--- config.mk ---
export PLATFORM = sky130hd
export DESIGN_NAME = grpirq_ctrl
export DESIGN_NICKNAME = d
export VERILOG_FILES = /design/src/rtl/grpirq_pkg.sv /design/src/rtl/grpirq_sync.sv /design/src/rtl/grpirq_group.sv /design/src/rtl/grpirq_regif.sv /design/src/rtl/grpirq_ctrl.sv
export SDC_FILE = /design/constraint.sdc
export NUM_CORES = 2
export LEC_CHECK = 0
export BUFFER_PORTS_ARGS = -buffer_cell sky130_fd_sc_hd__buf_2
export CORE_UTILIZATION = 55
export CTS_BUF_LIST = sky130_fd_sc_hd__clkbuf_4 sky130_fd_sc_hd__clkbuf_8
export CTS_CLUSTER_SIZE = 12
export DETAILED_ROUTE_END_ITERATION = 12
export GPL_ROUTABILITY_DRIVEN = 0
export GPL_TIMING_DRIVEN = 0
export PLACE_DENSITY = 0.69
export RECOVER_POWER = 100
export REMOVE_ABC_BUFFERS = 1
export SETUP_SLACK_MARGIN = 0.15
export SLEW_MARGIN = 40
export SYNTH_ARGS = -nofsm -noshare
export SYNTH_HDL_FRONTEND = slang
export SYNTH_SLANG_ARGS = --single-unit
--- constraint.sdc ---
create_clock -name clk -period 4.4 [get_ports clk]
set_clock_uncertainty 0.1 [all_clocks]
set_input_delay 0.66 -clock clk [delete_from_list [all_inputs] [get_ports clk]]
set_output_delay 0.66 -clock clk [all_outputs]
set_load 0.02 [all_outputs]
--- src/rtl/grpirq_pkg.sv ---
// Package: shared constants, register bank codes and the fixed
// pin-to-status-bit permutation with its per-group disable masks.
// Assumes 32-bit groups and a byte-addressed bus with a 4-byte stride.
package grpirq_pkg;

    localparam int WORD_W = 32;
    localparam int BUS_AW = 8;

    // Register bank selected by address bits 7:5.
    typedef enum logic [2:0] {
        BANK_POL  = 3'd4,
        BANK_STAT = 3'd5,
        BANK_EN   = 3'd6,
        BANK_TYPE = 3'd7
    } bank_e;

    // Bits that can ever be set or enabled in each group.
    function automatic logic [WORD_W-1:0] live_mask(input int grp);
        case (grp)
            0:       return 32'h0000_0005;
            1, 2:    return '0;
            3:       return 32'hFFFF_FF0F;
            default: return '1;
        endcase
    endfunction

    // Group reached by a GPIO pin; pins fill groups from the top down.
    function automatic int pin_group(input int pin, input int top_grp);
        return top_grp - (pin >> 5);
    endfunction

    // Bit inside the group: byte order reversed, bits within a byte kept.
    function automatic int pin_slot(input int pin);
        return (24 - (pin & 24)) | (pin & 7);
    endfunction

endpackage

--- src/rtl/grpirq_sync.sv ---
// Multi-stage synchroniser for a vector of asynchronous inputs.
// Assumes each input bit is independent (no bus coherency needed).
module grpirq_sync #(
    parameter int W      = 32,
    parameter int STAGES = 2
) (
    input  logic         clk,
    input  logic         rst_n,
    input  logic [W-1:0] raw_i,
    output logic [W-1:0] sync_o
);

    logic [STAGES-1:0][W-1:0] chain_q;

    // Shift raw inputs through the synchroniser chain.
    always_ff @(posedge clk) begin
        if (!rst_n) begin
            chain_q <= '0;
        end else begin
            chain_q[0] <= raw_i;
            for (int i = 1; i < STAGES; i++) begin
                chain_q[i] <= chain_q[i-1];
            end
        end
    end

    assign sync_o = chain_q[STAGES-1];

endmodule

--- src/rtl/grpirq_group.sv ---
// One interrupt group: synchronises its sources and detects edges or
// levels per bit. It holds the polarity, type, enable and status
// registers, and raises one interrupt when an enabled status bit is set.
// Assumes write strobes are already decoded for this group. Bits
// outside LIVE never set and never enable.
module grpirq_group #(
    parameter int               GRP_W       = 32,
    parameter int               SYNC_STAGES = 2,
    parameter logic [GRP_W-1:0] LIVE        = '1
) (
    input  logic             clk,
    input  logic             rst_n,
    input  logic [GRP_W-1:0] src_i,
    input  logic             wr_pol_i,
    input  logic             wr_stat_i,
    input  logic             wr_en_i,
    input  logic             wr_type_i,
    input  logic [GRP_W-1:0] wdata_i,
    output logic [GRP_W-1:0] pol_o,
    output logic [GRP_W-1:0] stat_o,
    output logic [GRP_W-1:0] en_o,
    output logic [GRP_W-1:0] type_o,
    output logic             irq_o
);

    logic [GRP_W-1:0] smp, prev_q;
    logic [GRP_W-1:0] pol_q, stat_q, en_q, type_q;
    logic [GRP_W-1:0] edge_hit, lvl_hit, hit, clr;

    grpirq_sync #(.W(GRP_W), .STAGES(SYNC_STAGES)) u_sync (
        .clk    (clk),
        .rst_n  (rst_n),
        .raw_i  (src_i),
        .sync_o (smp)
    );

    // Remember the last synchronised sample for edge detection.
    always_ff @(posedge clk) begin
        if (!rst_n) prev_q <= '0;
        else        prev_q <= smp;
    end

    // Per-bit event: polarity-qualified edge or level, type-selected.
    always_comb begin
        edge_hit = (pol_q & smp & ~prev_q) | (~pol_q & ~smp & prev_q);
        lvl_hit  = ~(pol_q ^ smp);
        hit      = ((type_q & lvl_hit) | (~type_q & edge_hit)) & LIVE;
        clr      = wr_stat_i ? wdata_i : '0;
    end

    // Configuration registers: polarity and type take any value, enable is masked.
    always_ff @(posedge clk) begin
        if (!rst_n) begin
            pol_q  <= '0;
            type_q <= '0;
            en_q   <= '0;
        end else begin
            if (wr_pol_i)  pol_q  <= wdata_i;
            if (wr_type_i) type_q <= wdata_i;
            if (wr_en_i)   en_q   <= wdata_i & LIVE;
        end
    end

    // Status: write-1 clear, and a new event in the same cycle wins.
    always_ff @(posedge clk) begin
        if (!rst_n) stat_q <= '0;
        else        stat_q <= ((stat_q & ~clr) | hit) & LIVE;
    end

    assign irq_o  = |(stat_q & en_q);
    assign pol_o  = pol_q;
    assign stat_o = stat_q;
    assign en_o   = en_q;
    assign type_o = type_q;

    // A cleared bit with no event in the same cycle reads 0 afterwards.
    assert_w1c_R5: assert property (@(posedge clk) disable iff (!rst_n)
        wr_stat_i |=> ((stat_q & $past(wdata_i & ~hit)) == '0));

    // Without a clear, a set status bit never drops.
    assert_sticky_R3: assert property (@(posedge clk) disable iff (!rst_n)
        !wr_stat_i |=> ((stat_q & $past(stat_q)) == $past(stat_q)));

    // An asserted level source holds its bit set, even through a clear.
    assert_level_hold_R4: assert property (@(posedge clk) disable iff (!rst_n)
        rst_n |=> ((stat_q & $past(hit & type_q)) == $past(hit & type_q)));

    // The group line can only rise after a status or enable change.
    assert_irq_cause_R6: assert property (@(posedge clk) disable iff (!rst_n)
        $rose(irq_o) |-> (!$stable(stat_q) || !$stable(en_q)));

endmodule

--- src/rtl/grpirq_regif.sv ---
// Register bus decode: turns an address and write strobe into
// per-group, per-bank write strobes. It also selects the read data.
// Assumes the bank is in address bits 7:5 and the group in bits 4:2.
// Group code values at or above NUM_GRP are unmapped.
module grpirq_regif
    import grpirq_pkg::*;
#(
    parameter int NUM_GRP = 7,
    parameter int GRP_W   = 32
) (
    input  logic [BUS_AW-1:0]             bus_addr,
    input  logic                          bus_we,
    input  logic [NUM_GRP-1:0][GRP_W-1:0] pol_all,
    input  logic [NUM_GRP-1:0][GRP_W-1:0] stat_all,
    input  logic [NUM_GRP-1:0][GRP_W-1:0] en_all,
    input  logic [NUM_GRP-1:0][GRP_W-1:0] type_all,
    output logic [NUM_GRP-1:0]            wr_pol,
    output logic [NUM_GRP-1:0]            wr_stat,
    output logic [NUM_GRP-1:0]            wr_en,
    output logic [NUM_GRP-1:0]            wr_type,
    output logic [GRP_W-1:0]              rdata
);

    localparam int GSEL_W = $clog2(NUM_GRP);

    logic [2:0]        bank;
    logic [GSEL_W-1:0] gsel;
    logic              gvalid;
    logic              unused_low_addr;

    assign bank            = bus_addr[7:5];
    assign gsel            = bus_addr[2 +: GSEL_W];
    assign gvalid          = int'(gsel) < NUM_GRP;
    assign unused_low_addr = ^bus_addr[1:0];

    // Decode the write strobe and the read mux from bank and group fields.
    always_comb begin
        wr_pol  = '0;
        wr_stat = '0;
        wr_en   = '0;
        wr_type = '0;
        rdata   = '0;
        if (gvalid) begin
            case (bank)
                BANK_POL:  begin wr_pol[gsel]  = bus_we; rdata = pol_all[gsel];  end
                BANK_STAT: begin wr_stat[gsel] = bus_we; rdata = stat_all[gsel]; end
                BANK_EN:   begin wr_en[gsel]   = bus_we; rdata = en_all[gsel];   end
                BANK_TYPE: begin wr_type[gsel] = bus_we; rdata = type_all[gsel]; end
                default:   rdata = '0;
            endcase
        end
    end

endmodule

--- src/rtl/grpirq_ctrl.sv ---
// Top: routes GPIO pins through the fixed permutation into the groups,
// adds the two on-chip event sources to group 0, instantiates one
// group slice per group and orders the group lines for the downstream
// controller. Assumes NUM_PINS <= 32*4, so pins fill the top four
// groups only.
module grpirq_ctrl
    import grpirq_pkg::*;
#(
    parameter int NUM_GRP     = 7,
    parameter int GRP_W       = WORD_W,
    parameter int NUM_PINS    = 128,
    parameter int SYNC_STAGES = 2
) (
    input  logic                clk,
    input  logic                rst_n,
    input  logic [BUS_AW-1:0]   bus_addr,
    input  logic                bus_we,
    input  logic [GRP_W-1:0]    bus_wdata,
    output logic [GRP_W-1:0]    bus_rdata,
    input  logic [NUM_PINS-1:0] pin_in,
    input  logic                timer_evt,
    input  logic                usb_evt,
    output logic [NUM_GRP-1:0]  ext_irq
);

    localparam int GSEL_W = $clog2(NUM_GRP);
    localparam int BSEL_W = $clog2(GRP_W);
    localparam int TOP_G  = NUM_GRP - 1;

    logic [NUM_GRP-1:0][GRP_W-1:0] grp_src;
    logic [NUM_GRP-1:0][GRP_W-1:0] pol_all, stat_all, en_all, type_all;
    logic [NUM_GRP-1:0]            wr_pol, wr_stat, wr_en, wr_type;
    logic [NUM_GRP-1:0]            grp_irq;

    // Scatter pins into group bit positions; place the on-chip events.
    always_comb begin
        grp_src = '0;
        for (int n = 0; n < NUM_PINS; n++) begin
            grp_src[GSEL_W'(pin_group(n, TOP_G))][BSEL_W'(pin_slot(n))] = pin_in[n];
        end
        grp_src[0][0] = timer_evt;
        grp_src[0][2] = usb_evt;
    end

    grpirq_regif #(.NUM_GRP(NUM_GRP), .GRP_W(GRP_W)) u_regif (
        .bus_addr (bus_addr),
        .bus_we   (bus_we),
        .pol_all  (pol_all),
        .stat_all (stat_all),
        .en_all   (en_all),
        .type_all (type_all),
        .wr_pol   (wr_pol),
        .wr_stat  (wr_stat),
        .wr_en    (wr_en),
        .wr_type  (wr_type),
        .rdata    (bus_rdata)
    );

    for (genvar g = 0; g < NUM_GRP; g++) begin : g_grp
        grpirq_group #(
            .GRP_W       (GRP_W),
            .SYNC_STAGES (SYNC_STAGES),
            .LIVE        (GRP_W'(live_mask(g)))
        ) u_grp (
            .clk       (clk),
            .rst_n     (rst_n),
            .src_i     (grp_src[g]),
            .wr_pol_i  (wr_pol[g]),
            .wr_stat_i (wr_stat[g]),
            .wr_en_i   (wr_en[g]),
            .wr_type_i (wr_type[g]),
            .wdata_i   (bus_wdata),
            .pol_o     (pol_all[g]),
            .stat_o    (stat_all[g]),
            .en_o      (en_all[g]),
            .type_o    (type_all[g]),
            .irq_o     (grp_irq[g])
        );
        // Group g is served by external line TOP_G - g.
        assign ext_irq[TOP_G-g] = grp_irq[g];
    end

    // Disabled bits never appear on the bus in the status or enable banks.
    assert_dead_bits_R8: assert property (@(posedge clk) disable iff (!rst_n)
        (((bus_addr[7:5] == BANK_STAT) || (bus_addr[7:5] == BANK_EN))
          && (int'(bus_addr[4:2]) < NUM_GRP))
        |-> ((bus_rdata & ~GRP_W'(live_mask(int'(bus_addr[4:2])))) == '0));

endmodule

======== After elaboration in Yosys (flattened, before gate mapping) ========
Index checks and enable logic that the tools add are counted.
cells by class
  order comparisons ....................... 3
  bitwise logic cells ..................... 91
  equality and inequality tests ........... 4
  reduce and logical (&&, ||, !) cells .... 6
  muxes and demuxes ....................... 25
operator list
  cell                                                                number
  bitwise AND 32 bit                                                  32
  NOT 32 bit                                                          24
  binary-select mux 32 bit (select 3 bit)                             4
  bitwise OR 32 bit                                                   12
  two-way mux 32 bit                                                  9
  OR reduction 32 bit                                                 5
  one-hot mux 32 bit (4 select lines)                                 1
  bitwise XOR 32 bit                                                  4
  two-way mux 7 bit                                                   8
  bitwise AND 3 bit                                                   8
  NOT 3 bit                                                           6
  equality test 3 bit (second input constant)                         4
  bitwise OR 3 bit                                                    3
  bitwise AND 7 bit                                                   1
  < comparator 3 x 4 -> 1 bit (second input constant)                 1
  demux 1 bit (select 3 bit)                                          1
  greater-or-equal comparator 3 x 1 -> 1 bit (second input constant)  1
  < comparator 3 bit (second input constant)                          1
  two-way mux 3 bit                                                   1
  bitwise XOR 3 bit                                                   1
  logical AND 1 bit                                                   1
  two-way mux 1 bit                                                   1
word-level totals
  bits in registers ....................... 1096
  logic and storage cells ................. 170
  bits of input ports ..................... 173

======== Logic depth before layout (Yosys ltp) ========
  word-level depth ........................ 11
  gate-level depth with buffers ........... 9
  mapped depth without buffers ............ 5

======== Modules after synthesis ========
A second synthesis with hierarchy kept.
unflattened totals
  cells, all modules ...................... 5800
  area total of the unflattened synthesis .. 56490.4 um^2
modules (own cells, without submodules)
  module                             area each (um^2)  cells each  instances
  grpirq_group (g_grp[4].u_grp ...)  7423.4            757         3
  grpirq_sync                        2031.9            166         5
  grpirq_regif                       7965.1            1155        1
  grpirq_group (g_grp[3].u_grp)      6866.6            698         1
  grpirq_group (g_grp[1].u_grp ...)  2984.1            273         2
  grpirq_group (g_grp[0].u_grp)      3256.9            299         1
  grpirq_ctrl                        3.8               1           1

======== Worst setup path before layout ========
OpenSTA, ideal clock, no wires.
  path type ............................... input port to output port
  start ................................... in bus_addr[2]
  end ..................................... out bus_rdata[16]
  required time ........................... 3640 ps
  path buffers ............................ 4
  data arrival time ....................... 2182 ps
  slack ................................... 1458 ps
  stages on the path ...................... 8
  cells stage by stage .................... buf_6 > buf_6 > buf_4 > buf_2 > mux2i_1 > nor3_1 > a2111oi_0 > nand3_1
between the ends
  word-level cells in the longest chain between the ends .. 4
  elaborated cells between the ends (all ways) .. 11
  those cells by class .................... order compare (1); mux (10)
RTL lines
  what                                                        RTL line            RTL
  start, declared                                             grpirq_ctrl.sv:16   input logic [BUS_AW-1:0] bus_addr,
  binary-select mux 32 bit (select 3 bit) (on tied branches)  --
  two-way mux 32 bit (on tied branches)                       --
  one-hot mux 32 bit (4 select lines)                         grpirq_regif.sv:44  case (bank)
  two-way mux 32 bit *                                        grpirq_regif.sv:43  if (gvalid) begin
  end, declared                                               grpirq_ctrl.sv:19   output logic [GRP_W-1:0] bus_rdata,
Every way passes the cells marked *; elsewhere a longest branch is shown, timed or not. The select of a mux whose other input is x is not followed.

======== Worst setup path in the final report ========
  start ................................... in bus_addr[4]
  end ..................................... reg g_grp[5].u_grp.type_q[29]
between the ends
  word-level cells in the longest chain between the ends .. 7
  elaborated cells between the ends (all ways) .. 9
  those cells by class .................... order compare (3); mux (4); bitwise (1); reduce/logical (1)
RTL lines
  what                                                                                                             RTL line            RTL
  < comparator 3 x 4 -> 1 bit (not written as such) or greater-or-equal comparator 3 x 1 -> 1 bit (tied branches)  grpirq_regif.sv:48  BANK_TYPE: begin wr_type[gsel] = bus_we; rdata = type_all[gsel]; end
  logical AND 1 bit (not written as such)                                                                          grpirq_regif.sv:48
  two-way mux 1 bit (not written as such)                                                                          grpirq_regif.sv:48
  demux 1 bit (select 3 bit)                                                                                       --
  bitwise AND 7 bit (no line)                                                                                      --
  two-way mux 7 bit                                                                                                grpirq_regif.sv:44
  two-way mux 7 bit *                                                                                              grpirq_regif.sv:43
  end signal, assigned                                                                                             grpirq_group.sv:59  if (wr_type_i) type_q <= wdata_i;
  end, declared                                                                                                    grpirq_group.sv:27  logic [GRP_W-1:0] pol_q, stat_q, en_q, type_q;
Every way passes the cells marked *; elsewhere a longest branch is shown, timed or not.
A chain may end at the register's enable or synchronous reset.

==> impl_metrics.yaml <==
outcome:
  status: "finished, violations left"
  violations: "DRC, capacitance limit, slew limit"
cts:
  cts_made_buffers: 131
  cts.clk_slew.worst_paths_ps: 60
  clock_sinks: 742
  cts-root-buf: "clkbuf_8"
  post_cts_buffers: 0
  htreeDepth: 4
  cts_buffer_depth: 3
  clock_latency_ps: 800
  cts_tree: "yes"
synthesis:
  yosys_register_bits: 742
  yosysSeqAreaShare: 0.424
  synth_edf_count: 0
  synth_area_per_cell_um2: 8.49
  syn_area_mm2: 0.0350
  ys_top_cells_by_area: "dfxtp_1 42%, nand2_1 13%, a21boi_0 10%, a21boi_1 4.7%, mux2i_1 4.3%"
  yosysTopAreaCell: "dfxtp_1"
  synth_top_area_frac: 0.424
  synthCells: 4128
  synth_cell_type_count: 59
  ys.flop_type: "dfxtp_1"
  yosys_warnings: 0
  synthArstFlopShare: 0
worst_setup_path:
  r2r_setup_slack_ps: 3020
  crit_start: "bus_addr[4]"
  startpoint_type: "input port"
  worstPathMaxFanout: 50
  r2r_end: "g_grp[0].u_grp.stat_o[0]"
  crit_type: "in -> reg"
  regToRegStartpoint: "g_grp[0].u_grp.pol_o[0]"
  cp.required_ps: 5000
  cp-endpoint: "g_grp[5].u_grp.type_o[29]"
  arrival_ps: 4960
  crit_path_end_kind: "register"
  rr_worst_depth: 5
global_routing:
  grt_pass1_wl_um: 188000
  grt_pass1_vias: 29251
  grt_antenna_before_repair: 2
  grt_max_degree: 115
  grt.total_usage: 0.392
  gr-total-overflow: 0
floorplan:
  design.core.area_mm2: 0.0630
  dieHeight_um: 254
  pin_count: 212
  rows: 92
  chipWidth_um: 254
  start_util: 0.557
  die-area_mm2: 0.0647
sta:
  rsz0062_at_grt: "no"
  fin_tns_setup_ps: 0
  tightestPinTransition_ps: 3950
  finalSetupViolations: 0
  maxSlewViolCount: 272
  holdWs_ps: 151
  relSlewSlack: -1.64
  hold_viol: 0
  max_freq_ghz: 0.229
  finalCritPeriodShare: 0.993
  finalCriticalPeriod_ps: 4370
pwr:
  p_int_uw: 10800
  power_frac_comb: 0.059
  vdd_drop_max_mv: 0.272
  cellLeakagePower_uw: 0.0137
  clkPwrFrac: 0.465
  power-per-cell-area_mw_per_mm2: 361
  power_uw: 14300
  power_frac_seq: 0.476
  switching_share: 0.243
  power_switching_uw: 3470
route:
  vias: 31388
  drt-total-wl_um: 128000
  drtIter0Drc: 4129
  ant_nets: 0
  drc_errors: 1
  first_pass_iters: 12
  wl_per_cell_um: 25.4
  routed_via_density: 6.25
finish:
  drive_above_1_share: 0.115
  fin_nets: 4293
  layout_common_cells: "1253 x nand2_1, 742 x dfxtp_1, 677 x a21boi_0"
  syn2layout_area_growth_pct: 12.8
  mostFrequentLayoutCell: "nand2_1"
  n_fill_cell: 5463
place:
  io_buffers: 91
  hpwl_um: 82700
min_path:
  hold_path_class: "in -> reg"
flow_run:
  max_cap_viol_count: 8
[cell usage after synthesis, types with 5 or more instances]
cell	n
a22oi_1	75
o211ai_1	87
nand3_1	18
buf_6	8
a31oi_1	10
inv_1	28
mux2_2	13
nor2b_1	138
nor2_1	35
ha_1	28
buf_4	27
a21oi_1	19
buf_2	115
a21boi_0	479
a221oi_1	5
or3_1	6
o21ai_0	67
and3_1	9
o22ai_1	18
nand4_1	28
clkbuf_1	227
mux2i_1	151
a22o_1	5
and2_1	46
nand2_1	1259
dfxtp_1	742
a222oi_1	22
mux4_2	49
o21a_1	126
a211oi_1	14
a221o_1	8
o221ai_1	5
a21boi_1	219
[metrics by stage]
step	instance area [um^2]	setup slack (ps)	cells	utilization
after global routing	39500	114	5021	0.628
after CTS	40000	180	5020	0.635
after floorplan	33300	-535	3751	-
final	39500	32.9	5021	0.628
after global placement	34800	-15260	4688	0.553
after detailed placement	37200	25.1	4791	0.591
[how the worst min path moves through the flow]
| stage | startpoint | endpoint | slack, ps | cells after the start |
|---|---|---|---|---|
| 5_1_grt | rst_n | g_grp[3].u_grp.stat_o[12] | 140 | 2 |
| 2_1_floorplan | g_grp[0].u_grp.u_sync.chain_q[0] | g_grp[0].u_grp.u_sync.sync_o[0] | 310 | 1 |
| 6_report | rst_n | g_grp[4].u_grp.stat_o[27] | 150 | 2 |
| 3_3_place_gp | g_grp[3].u_grp.u_sync.chain_q[14] | g_grp[3].u_grp.u_sync.sync_o[14] | 310 | 1 |
| 3_5_place_dp | g_grp[3].u_grp.u_sync.chain_q[8] | g_grp[3].u_grp.u_sync.sync_o[8] | 320 | 1 |
| 4_1_cts | rst_n | g_grp[4].u_grp.stat_o[8] | 120 | 2 |
[critical path: stages]
cell	delay [ps]
buf_8	240
buf_12	280
buf_16	290
nor2b_2	770
nand3_1	380
nor2_1	840
clkbuf_1	840
buf_8	270
nand2_1	90
a21boi_0	220
[power by group through the flow]
stage          Clock, uW  Sequential (uW)  Combinational [uW]
2_1_floorplan          0             6930                 273
3_3_place_gp           0             6950                 853
3_5_place_dp           0             6950                 806
4_1_cts             6680             6800                 819
5_1_grt             6990             6810                 859
6_report            6650             6810                 836
[metal layers]
metal,track usage,up-vias,share of wire
li1,-,14013,-
met1,0.521,14985,0.40
met2,0.574,1912,0.42
met3,0.109,476,0.12
met4,0.213,2,0.057
met5,0.00602,-,0.00038
[cell families (layout without fill, tap and decap cells)]
| family | count (synthesis) | in the layout | share of synthesized area |
|---|---|---|---|
| buf+inv | 406 | 451 | 0.0522 |
| fa+ha+maj | 28 | 28 | 0.0100 |
| other cells | 1 | 3 | 0.000107 |
| mux | 215 | 215 | 0.0795 |
| flops | 742 | 742 | 0.424 |
| simple gates | 1569 | 1569 | 0.188 |
| compound gates | 1167 | 1167 | 0.246 |
[what timing repair did]
action                                  4_1_cts  5_1_grt
endpoints found under the hold margin        14        0
endpoints found under the setup margin       10        3
pin swaps                                     0        1
resized for setup                             2        2
hold buffers                                 14        0
[flip-flops by register name, indices dropped and copies added, names as in the netlist]
name and count:
g_grp.u_grp.en_o 126, g_grp.u_grp.pol_o 224, g_grp.u_grp.prev_q 14, g_grp.u_grp.stat_o 126, g_grp.u_grp.type_o 224, g_grp.u_grp.u_sync.chain_q 14, g_grp.u_grp.u_sync.sync_o 14
[final cells by class]
cell class / instances / area, um^2 / share of cell area
multi-input combinational: 2981 / 18600 / 0.470
sequential: 742 / 14900 / 0.376
clock buffer: 200 / 2540 / 0.0642
timing repair buffer: 208 / 2260 / 0.0572
tap: 846 / 1060 / 0.0268
clock inverter: 15 / 135 / 0.00342
inverter: 28 / 105 / 0.00266
antenna: 1 / 2.50 / 0.0000633
(Power assumes the default switching activity.)
